**config.mk**
```make
export PLATFORM = sky130hd
export DESIGN_NAME = ctx_switch_engine
export DESIGN_NICKNAME = d
export VERILOG_FILES = /design/src/rtl/ctx_pkg.sv /design/src/rtl/ctx_beat_seq.sv /design/src/rtl/ctx_lane_map.sv /design/src/rtl/ctx_switch_engine.sv
export SDC_FILE = /design/constraint.sdc
export NUM_CORES = 1
export LEC_CHECK = 0
export BUFFER_PORTS_ARGS = -buffer_cell sky130_fd_sc_hd__buf_2
export CORE_MARGIN = 4
export CORE_UTILIZATION = 24
export CTS_CLUSTER_DIAMETER = 120
export DETAILED_ROUTE_END_ITERATION = 7
export GPL_ROUTABILITY_DRIVEN = 0
export PLACE_DENSITY_LB_ADDON = 0.12
export SLEW_MARGIN = 20
export SYNTH_ARGS = -nofsm -noshare
export SYNTH_HDL_FRONTEND = slang
export SYNTH_HIERARCHICAL = 1
export SYNTH_SLANG_ARGS = --single-unit
```
**constraint.sdc**
```tcl
create_clock -name clk -period 5.67 [get_ports clk]
set_clock_uncertainty 0.05 [all_clocks]
set_input_delay 0.2835 -clock clk [delete_from_list [all_inputs] [get_ports clk]]
set_output_delay 0.2835 -clock clk [all_outputs]
set_load 0.02 [all_outputs]
```
**src/rtl/ctx_pkg.sv**
```systemverilog
package ctx_pkg;
  localparam int CTX_WORDS = 17;
  localparam int GPR_COUNT = 16;
  localparam int WORD_W    = 32;
  localparam int SEL_W     = 5;
  localparam logic [SEL_W-1:0] SEL_STATUS = 5'd16;
  localparam logic [SEL_W-1:0] SEL_NONE   = 5'd31;

  typedef enum logic {ST_IDLE = 1'b0, ST_RUN = 1'b1} seq_state_e;

  function automatic int beats_for(input int bus_w);
    int wpb;
    wpb = bus_w / WORD_W;
    return (CTX_WORDS + wpb - 1) / wpb;
  endfunction
endpackage

```
**src/rtl/ctx_beat_seq.sv**
```systemverilog
module ctx_beat_seq
  import ctx_pkg::*;
#(
  parameter int BEATS = 17,
  parameter int TID_W = 3,
  localparam int BW   = (BEATS > 1) ? $clog2(BEATS) : 1
) (
  input  logic             clk,
  input  logic             rst_n,
  input  logic             cmd_valid,
  input  logic             cmd_restore,
  input  logic [TID_W-1:0] cmd_tid,
  input  logic             mem_ready,
  output logic             cmd_reject,
  output logic             busy,
  output logic             done,
  output logic             op_restore,
  output logic [TID_W-1:0] tid,
  output logic [BW-1:0]    beat
);
  seq_state_e       state_q, state_d;
  logic             op_q, op_d;
  logic [TID_W-1:0] tid_q, tid_d;
  logic [BW-1:0]    beat_q, beat_d;
  logic             done_q, done_d;
  logic             accept, step, last;

  always_comb begin
    accept  = cmd_valid && (state_q == ST_IDLE);
    step    = (state_q == ST_RUN) && mem_ready;
    last    = (beat_q == BW'(BEATS - 1));
    state_d = state_q;
    op_d    = op_q;
    tid_d   = tid_q;
    beat_d  = beat_q;
    done_d  = step && last;
    if (accept) begin
      state_d = ST_RUN;
      op_d    = cmd_restore;
      tid_d   = cmd_tid;
      beat_d  = '0;
    end else if (step) begin
      if (last) begin
        state_d = ST_IDLE;
        beat_d  = '0;
      end else begin
        beat_d = beat_q + 1'b1;
      end
    end
  end

  always_ff @(posedge clk or negedge rst_n) begin
    if (!rst_n) begin
      state_q <= ST_IDLE;
      op_q    <= 1'b0;
      tid_q   <= '0;
      beat_q  <= '0;
      done_q  <= 1'b0;
    end else begin
      state_q <= state_d;
      done_q  <= done_d;
      if (accept || step) begin
        op_q   <= op_d;
        tid_q  <= tid_d;
        beat_q <= beat_d;
      end
    end
  end

  assign cmd_reject = cmd_valid && (state_q == ST_RUN);
  assign busy       = (state_q == ST_RUN);
  assign done       = done_q;
  assign op_restore = op_q;
  assign tid        = tid_q;
  assign beat       = beat_q;

  // a transfer in progress keeps its thread and direction
  p_locked_r3: assert property (@(posedge clk) disable iff (!rst_n)
    (state_q == ST_RUN) |=> ($stable(tid_q) && $stable(op_q)));
  // no advance without ready
  p_stall_r7: assert property (@(posedge clk) disable iff (!rst_n)
    (state_q == ST_RUN && !mem_ready) |=> ($stable(beat_q) && state_q == ST_RUN));
  // beat index stays inside the context
  p_beat_bound_r5: assert property (@(posedge clk) disable iff (!rst_n)
    beat_q <= BW'(BEATS - 1));
  // done only after a completed final beat, with the engine idle
  p_done_r10: assert property (@(posedge clk) disable iff (!rst_n)
    done_q |-> (state_q == ST_IDLE));
endmodule

```
**src/rtl/ctx_lane_map.sv**
```systemverilog
module ctx_lane_map
  import ctx_pkg::*;
#(
  parameter int WPB = 1,
  parameter int BW  = 5
) (
  input  logic [BW-1:0]        beat,
  output logic [WPB*SEL_W-1:0] sel,
  output logic [WPB-1:0]       vld
);
  for (genvar i = 0; i < WPB; i++) begin : g_lane
    always_comb begin
      int k;
      k = int'(beat) * WPB + i;
      vld[i] = (k < CTX_WORDS);
      if (k < GPR_COUNT)      sel[i*SEL_W +: SEL_W] = SEL_W'(GPR_COUNT - 1 - k);
      else if (k < CTX_WORDS) sel[i*SEL_W +: SEL_W] = SEL_STATUS;
      else                    sel[i*SEL_W +: SEL_W] = SEL_NONE;
    end
  end
endmodule

```
**src/rtl/ctx_switch_engine.sv**
```systemverilog
module ctx_switch_engine
  import ctx_pkg::*;
#(
  parameter int BUS_W   = 32,
  parameter int THREADS = 8,
  localparam int WPB    = BUS_W / WORD_W,
  localparam int BEATS  = beats_for(BUS_W),
  localparam int BW     = (BEATS > 1) ? $clog2(BEATS) : 1,
  localparam int TID_W  = (THREADS > 1) ? $clog2(THREADS) : 1,
  localparam int AW     = (THREADS * BEATS > 1) ? $clog2(THREADS * BEATS) : 1
) (
  input  logic                 clk,
  input  logic                 rst_n,
  input  logic                 cmd_valid,
  input  logic                 cmd_restore,
  input  logic [TID_W-1:0]     cmd_tid,
  output logic                 cmd_reject,
  output logic                 busy,
  output logic                 done,
  output logic [WPB*SEL_W-1:0] rf_sel,
  output logic [WPB-1:0]       rf_lane_vld,
  input  logic [BUS_W-1:0]     rf_rdata,
  output logic [WPB-1:0]       rf_we,
  output logic [BUS_W-1:0]     rf_wdata,
  output logic                 mem_req,
  output logic                 mem_we,
  output logic [AW-1:0]        mem_addr,
  output logic [BUS_W-1:0]     mem_wdata,
  input  logic [BUS_W-1:0]     mem_rdata,
  input  logic                 mem_ready
);
  logic             op_restore;
  logic [TID_W-1:0] tid;
  logic [BW-1:0]    beat;
  logic [WPB-1:0]   lane_vld;

  ctx_beat_seq #(.BEATS(BEATS), .TID_W(TID_W)) u_seq (
    .clk        (clk),
    .rst_n      (rst_n),
    .cmd_valid  (cmd_valid),
    .cmd_restore(cmd_restore),
    .cmd_tid    (cmd_tid),
    .mem_ready  (mem_ready),
    .cmd_reject (cmd_reject),
    .busy       (busy),
    .done       (done),
    .op_restore (op_restore),
    .tid        (tid),
    .beat       (beat)
  );

  ctx_lane_map #(.WPB(WPB), .BW(BW)) u_map (
    .beat(beat),
    .sel (rf_sel),
    .vld (lane_vld)
  );

  assign rf_lane_vld = busy ? lane_vld : '0;
  assign mem_req     = busy;
  assign mem_we      = busy && !op_restore;
  assign mem_addr    = AW'(tid) * AW'(BEATS) + AW'(beat);
  assign rf_wdata    = mem_rdata;

  for (genvar i = 0; i < WPB; i++) begin : g_dp
    assign rf_we[i] = busy && op_restore && mem_ready && lane_vld[i];
    assign mem_wdata[i*WORD_W +: WORD_W] =
      lane_vld[i] ? rf_rdata[i*WORD_W +: WORD_W] : '0;
  end

  // register writes only during an accepted restore beat
  p_we_restore_r9: assert property (@(posedge clk) disable iff (!rst_n)
    (|rf_we) |-> (mem_req && !mem_we && mem_ready));
  // address stays inside the context store
  p_addr_range_r6: assert property (@(posedge clk) disable iff (!rst_n)
    mem_req |-> (mem_addr < AW'(THREADS * BEATS)));
  // a stalled beat keeps its address
  p_addr_hold_r7: assert property (@(posedge clk) disable iff (!rst_n)
    (mem_req && !mem_ready) |=> $stable(mem_addr));
  // quiet outputs while idle
  p_idle_quiet_r1: assert property (@(posedge clk) disable iff (!rst_n)
    !busy |-> (!mem_req && rf_we == '0));
endmodule

```
==> flow_summary.json, run 1 <==
{
  "cp_num_buf_inv": 1,
  "htreeDepth": 1,
  "syn_area_um2": 1320,
  "switching_share_pct": 53.6,
  "drive_above_1_share_pct": 49.3,
  "max_stage_delay_ns": 0.67,
  "post_cts_buffers": 0,
  "synthesis.nets": 237,
  "antenna_found_initial": 0,
  "cts_sinks": 11,
  "synth_top_family_by_area": "simple AND/OR/NAND/NOR gates",
  "grt_max_degree": 34,
  "cts_buffers": 3,
  "slowest_stage": "nand2b_1",
  "synth.area.mux_share_pct": 7.20,
  "internal_power_uw": 415,
  "crit_fanout": 33,
  "clockRootBuffer": "clkbuf_8",
  "p_switching_uw": 480,
  "yosys.area.top_type": "dfrtp_1",
  "core_area_um2": 5200,
  "clock.fmax_mhz": 376,
  "p_total_uw": 895,
  "reg2regPathDepth": 4,
  "hpwl_um": 3110,
  "via_per_inst": 4.10,
  "maxSlewViolCount": 0,
  "hp-start": "cmd_restore",
  "rows": 26,
  "worstMarginPinSlew_ns": 0.790,
  "fin_nets": 295,
  "synth_adder_area_share_pct": 11.0,
  "ys_ff_latch": 11,
  "port_buffers": 91,
  "synthSimpleGateAreaFrac_pct": 28.0,
  "dr.first_iter.drc_count": 30,
  "netlist_instances": 154,
  "drtAntennaViolNets": 0,
  "p_leak_uw": 0.000860,
  "synth_compound_area_share_pct": 6.64,
  "drc": 0,
  "synthTopCellsByArea": "dfrtp_1 21%, buf_4 20%, and2_1 16%",
  "synth_warnings": 6,
  "grt_remaining_overflow": 0,
  "seq_area_frac_synth_pct": 20.9,
  "startpoint": "u_seq/beat[3]",
  "fin_crit_sh_pct": 47.0,
  "maxCapViolCount": 0,
  "antenna_cells": 0,
  "die_h_um": 82.2,
  "dieArea_um2": 6750,
  "relSlewSlack_pct": 47.3,
  "crit_family": "simple AND/OR/NAND/NOR gates",
  "avgSynthCellArea_um2": 8.57,
  "peakVddDrop_mv": 0.148,
  "critPathRequiredTime_ns": 5.34,
  "fin_crit_ns": 2.66,
  "cts-root-to-sink-buffers": 2,
  "crit_path_start_kind": "flip-flop",
  "hold_viol_final": 0,
  "endpoint_kind": "output pin",
  "firstDrtPassIters": 4,
  "setup_viol": 0,
  "worstHoldPathType": "input pin to flip-flop",
  "num_vias": 1152,
  "criticalPathCategory": "flip-flop to output pin",
  "netlist.area_leader.share_pct": 20.9,
  "crit_chain": "nor4_4, nand2b_1, and2_1, and3_1, buf_2",
  "worstPathArrival_ns": 2.33,
  "reg2reg_to": "u_seq/beat[4]",
  "synth_xor_area_share_pct": 3.32,
  "crit_cells": 5,
  "status": "completed",
  "ys_types": 32,
  "r2r-start": "u_seq/beat[0]",
  "clockPowerShare_pct": 8.2,
  "grt_pass1_vias": 1101,
  "drt_wl_total_um": 3640,
  "insertion_delay_ns": 0.23,
  "drt-wirelength-per-cell_um": 12.9,
  "setup.worst_path.end": "rf_we",
  "r2r_slack_ns": 4.22,
  "pwr-share-seq_pct": 19.0,
  "grt_pass1_wl_um": 5090,
  "fin_setup_tns_ns": 0,
  "synthToLayoutAreaGrowth_pct": 24.3,
  "combPwrFrac_pct": 72.8,
  "track_usage_pct": 9.51,
  "fillers": 584,
  "p_per_area_nw_per_um2": 546,
  "path_clk_slew_ns": 0.05,
  "rsz0062_at_grt": "false",
  "start_util_pct": 25.4,
  "ioPinCount": 156,
  "cts_tree": "yes",
  "die_w_um": 82.2
}
[cell usage in the layout (no fill, tap or decap), types with 2 or more instances in the layout]
master / instances
and2_1: 34
buf_2: 91
inv_1: 7
nor2_1: 5
xor2_1: 3
mux2i_1: 5
ha_1: 10
o21ai_0: 3
nand3_1: 4
dfrtp_1: 11
mux2_2: 4
nor2b_1: 2
xnor2_1: 2
nand2_1: 8
clkbuf_8: 3
[worst register-to-register path, cell delays in order, from the launching register on]
cell and delay [ns]:
dfrtp_1 0.52, ha_1 0.26, nand3_1 0.12, or3_1 0.34
o211ai_2 0.08
[routing by layer]
metal / share of wire [%] / GRT usage [%] / up-vias
met2: 51 / 16.9 / 54
met3: 9.4 / 2.49 / 18
met1: 38 / 10.6 / 503
li1: - / - / 577
met5: 0 / 0 / -
met4: 2.1 / 4.15 / 0
[kinds of logic (layout without fill, tap and decap cells)]
kind of cell | count (synthesis) | count (layout)
flip-flops | 11 | 11
buffers and inverters | 46 | 103
XOR/XNOR | 5 | 5
adder cells (fa/ha/maj) | 11 | 11
AND/OR/NAND/NOR | 61 | 61
AO/OA/AOI/OAI | 11 | 11
multiplexers | 9 | 9
[synthesized netlist by cell type, drive strengths merged]
cell	count
inv	7
o21bai	1
and2	34
a211oi	1
nand4bb	1
nand2	9
nor2b	3
dfrtp	11
o31ai	1
ha	10
nand3	4
mux2	4
nand2b	1
nor4	1
mux2i	5
buf	35
and3	1
o21ai	4
a22o	1
clkbuf	4
xor2	3
or3	1
o211ai	1
fa	1
nand4b	1
xnor2	2
nor2	5
a21boi	1
a31oi	1
[flip-flops by register name (all words and copies together), names as in the netlist]
signal,count
u_seq/tid,3
u_seq/done,1
u_seq/busy,1
u_seq/beat,5
u_seq/op_restore,1
[per-stage QoR]
| stage | setup slack, ns | hold WS (ns) | utilization [%] | instances | instance area, um^2 |
|---|---|---|---|---|---|
| finish | 3.01 | 0.237 | 31.5 | 281 | 1640 |
| global route | 2.81 | 0.237 | 31.5 | 281 | 1640 |
| CTS | 2.97 | 0.235 | 31.5 | 281 | 1640 |
| detailed placement | 3.20 | 0.115 | 30.5 | 276 | 1590 |
| global placement | 3.26 | 0.117 | 30.5 | 276 | 1590 |
| floorplan | 3.38 | -0.0621 | - | 154 | 1320 |
[power by group through the flow]
stage / clock network (uW) / logic [uW] / registers [uW]
3_5_place_dp: 0 / 665 / 173
4_1_cts: 76.5 / 668 / 172
3_3_place_gp: 0 / 673 / 173
6_report: 73.6 / 652 / 170
2_1_floorplan: 0 / 517 / 150
5_1_grt: 80.9 / 716 / 179
[worst min-delay path by stage]
stage,to,slack [ns],cells past startpoint
3_3_place_gp,u_seq/tid[2],0.12,1
5_1_grt,u_seq/op_restore,0.24,2
3_5_place_dp,u_seq/tid[2],0.12,1
4_1_cts,u_seq/tid[2],0.23,2
6_report,u_seq/op_restore,0.24,2
2_1_floorplan,u_seq/beat[0],-0.06,0
[repair_timing]
action	CTS	global route
resized for setup	0	0
hold buffers	1	0
endpoints found under the hold margin	11	0
[cell type report]
type	count	area, um^2	share of cell area [%]
repair buffers	92	465	28.4
inverters	7	26.3	1.60
well taps	70	87.6	5.34
clock buffers	4	45.0	2.75
flip-flops and latches	11	275	16.8
multi-input cells	97	741	45.2
No activity file was read; power rests on OpenSTA's default activity.
==> inputs of run 2 (changes only) <==
Clock period 5.67 ns to 2.7 ns, I/O delays scaled along.
==> run 2 against run 1 <==
Effect of this change:
- worst setup slack got worse by 2.7 ns
- sequential cell count unchanged
- sequential power grew 94%
- power up 120%
- sequential share of layout area decreased by 0.23 points
- via count is 1.0% higher
- design area rose by 1.4%
- global-route usage is 0.67 points higher
- non-clock buffer count up 3
- cell count rose by 1.1%
- first-iteration DRC count down 17%
- largest power group unchanged
==> flow_summary.json, run 2 (synthesis gave the netlist of run 1 again) <==
{
  "peakVddDrop_mv": 0.342,
  "htreeDepth": 1,
  "startpoint": "u_seq/beat[1]",
  "whs_ns": 0.0921,
  "drc": 0,
  "crit_fanout": 7,
  "drt-wirelength-per-cell_um": 13.2,
  "port_buffers": 91,
  "cts_tree": "yes",
  "clockRootBuffer": "clkbuf_8",
  "drtAntennaViolNets": 0,
  "drive_above_1_share_pct": 50.0,
  "fin_crit_sh_pct": 89.8,
  "r2r-start": "u_seq/beat[0]",
  "synthToLayoutAreaGrowth_pct": 26.0,
  "status": "completed",
  "worstMarginPinSlew_ns": 0.461,
  "cts-root-to-sink-buffers": 2,
  "clock.fmax_mhz": 413,
  "hpwl_um": 3160,
  "insertion_delay_ns": 0.23,
  "post_cts_buffers": 0,
  "maxCapViolCount": 0,
  "rsz0062_at_grt": "false",
  "critPathRequiredTime_ns": 2.52,
  "final_common_cell": "buf_2",
  "endpoint_kind": "output pin",
  "core_area_um2": 5200,
  "relSlewSlack_pct": 69.2,
  "grt_remaining_overflow": 0,
  "grt_max_degree": 21,
  "antenna_found_initial": 0,
  "drt_wl_total_um": 3760,
  "num_vias": 1164,
  "maxSlewViolCount": 0,
  "fin_nets": 298,
  "rows": 26,
  "fin_setup_tns_ns": 0,
  "hp-start": "cmd_restore",
  "criticalPathCategory": "flip-flop to output pin",
  "crit_path_start_kind": "flip-flop",
  "track_usage_pct": 10.2,
  "cts_buffers": 3,
  "p_per_area_nw_per_um2": 1160,
  "fillers": 562,
  "fin_crit_ns": 2.42,
  "dieArea_um2": 6750,
  "die_w_um": 82.2,
  "hold_viol_final": 0,
  "firstDrtPassIters": 4,
  "p_leak_uw": 0.000875,
  "path_clk_slew_ns": 0.05,
  "grt_pass1_wl_um": 5420,
  "die_h_um": 82.2,
  "ioPinCount": 156,
  "antenna_cells": 0,
  "grt_pass1_vias": 1111,
  "worstPathArrival_ns": 2.24,
  "cts_sinks": 11,
  "largest_register_ffs": 5,
  "start_util_pct": 25.4,
  "final_cell_mix": "91 x buf_2, 34 x and2_1, 11 x dfrtp_1",
  "dr.first_iter.drc_count": 25,
  "setup_viol": 0,
  "via_per_inst": 4.10,
  "cts_resized": 0,
  "worstHoldPathType": "input pin to flip-flop"
}
run 2: cell types whose count changed in the layout (fill, tap and decap cells not counted):
cell   delta
buf_4     +3
run 2: routing by layer:
layer / vias up / share of wire [%] / routed length, um / global-route usage, %
met2: 55 / 49 / 1840 / 16.7
met1: 506 / 40 / 1510 / 13.0
met4: 0 / 2.2 / 83 / 4.65
met5: - / 0 / 0 / 0
li1: 585 / - / - / -
met3: 18 / 8.5 / 321 / 1.63
run 2: layout make-up:
type                    instances  area, um^2  share of cell area (%)
flip-flops and latches         11         275                    16.6
multi-input cells              97         741                    44.5
inverters                       7        26.3                    1.58
clock buffers                   4        45.0                    2.71
well taps                      70        87.6                    5.27
repair buffers                 95         488                    29.3
run 2: critical path, stage by stage, from the launching register on:
cell     delay [ns]
dfrtp_1        0.47
ha_1           0.32
ha_1           0.18
inv_1          0.06
fa_1           0.41
nor2b_1        0.18
o21ai_1        0.09
xnor2_1        0.12
buf_2          0.17
run 2: worst paths after layout:
check / cells after the start / endpoint / slack, ns
max: 8 / mem_addr[5] / 0.28
min reg2reg: 1 / u_seq/op_restore / 0.50
min in group asynchronous: 2 / u_seq/beat[1] / 0.25
min: 2 / u_seq/op_restore / 0.09
max reg2reg: 4 / u_seq/beat[4] / 1.25
max in group asynchronous: 2 / u_seq/beat[4] / 2.14
run 2: stage by stage:
stage	power [uW]	utilization (%)	area [um^2]	std cells	setup slack, ns
finish	1930	31.9	1660	284	0.276
global route	2110	31.9	1660	284	0.155
CTS	1970	31.9	1660	284	0.279
detailed placement	1800	30.9	1610	279	0.532
global placement	1810	30.9	1610	279	0.563
floorplan	1400	-	1320	154	0.563
run 2: what timing repair did:
item	CTS	global route
hold buffers	1	0
hold endpoints to repair	11	0
endpoints found under the setup margin	0	0
run 2: report_power, final:
| group | internal (uW) | switching (uW) | total [uW] |
|---|---|---|---|
| Clock | 103 | 54.1 | 157 |
| Sequential | 229 | 101 | 330 |
| Combinational | 565 | 877 | 1440 |
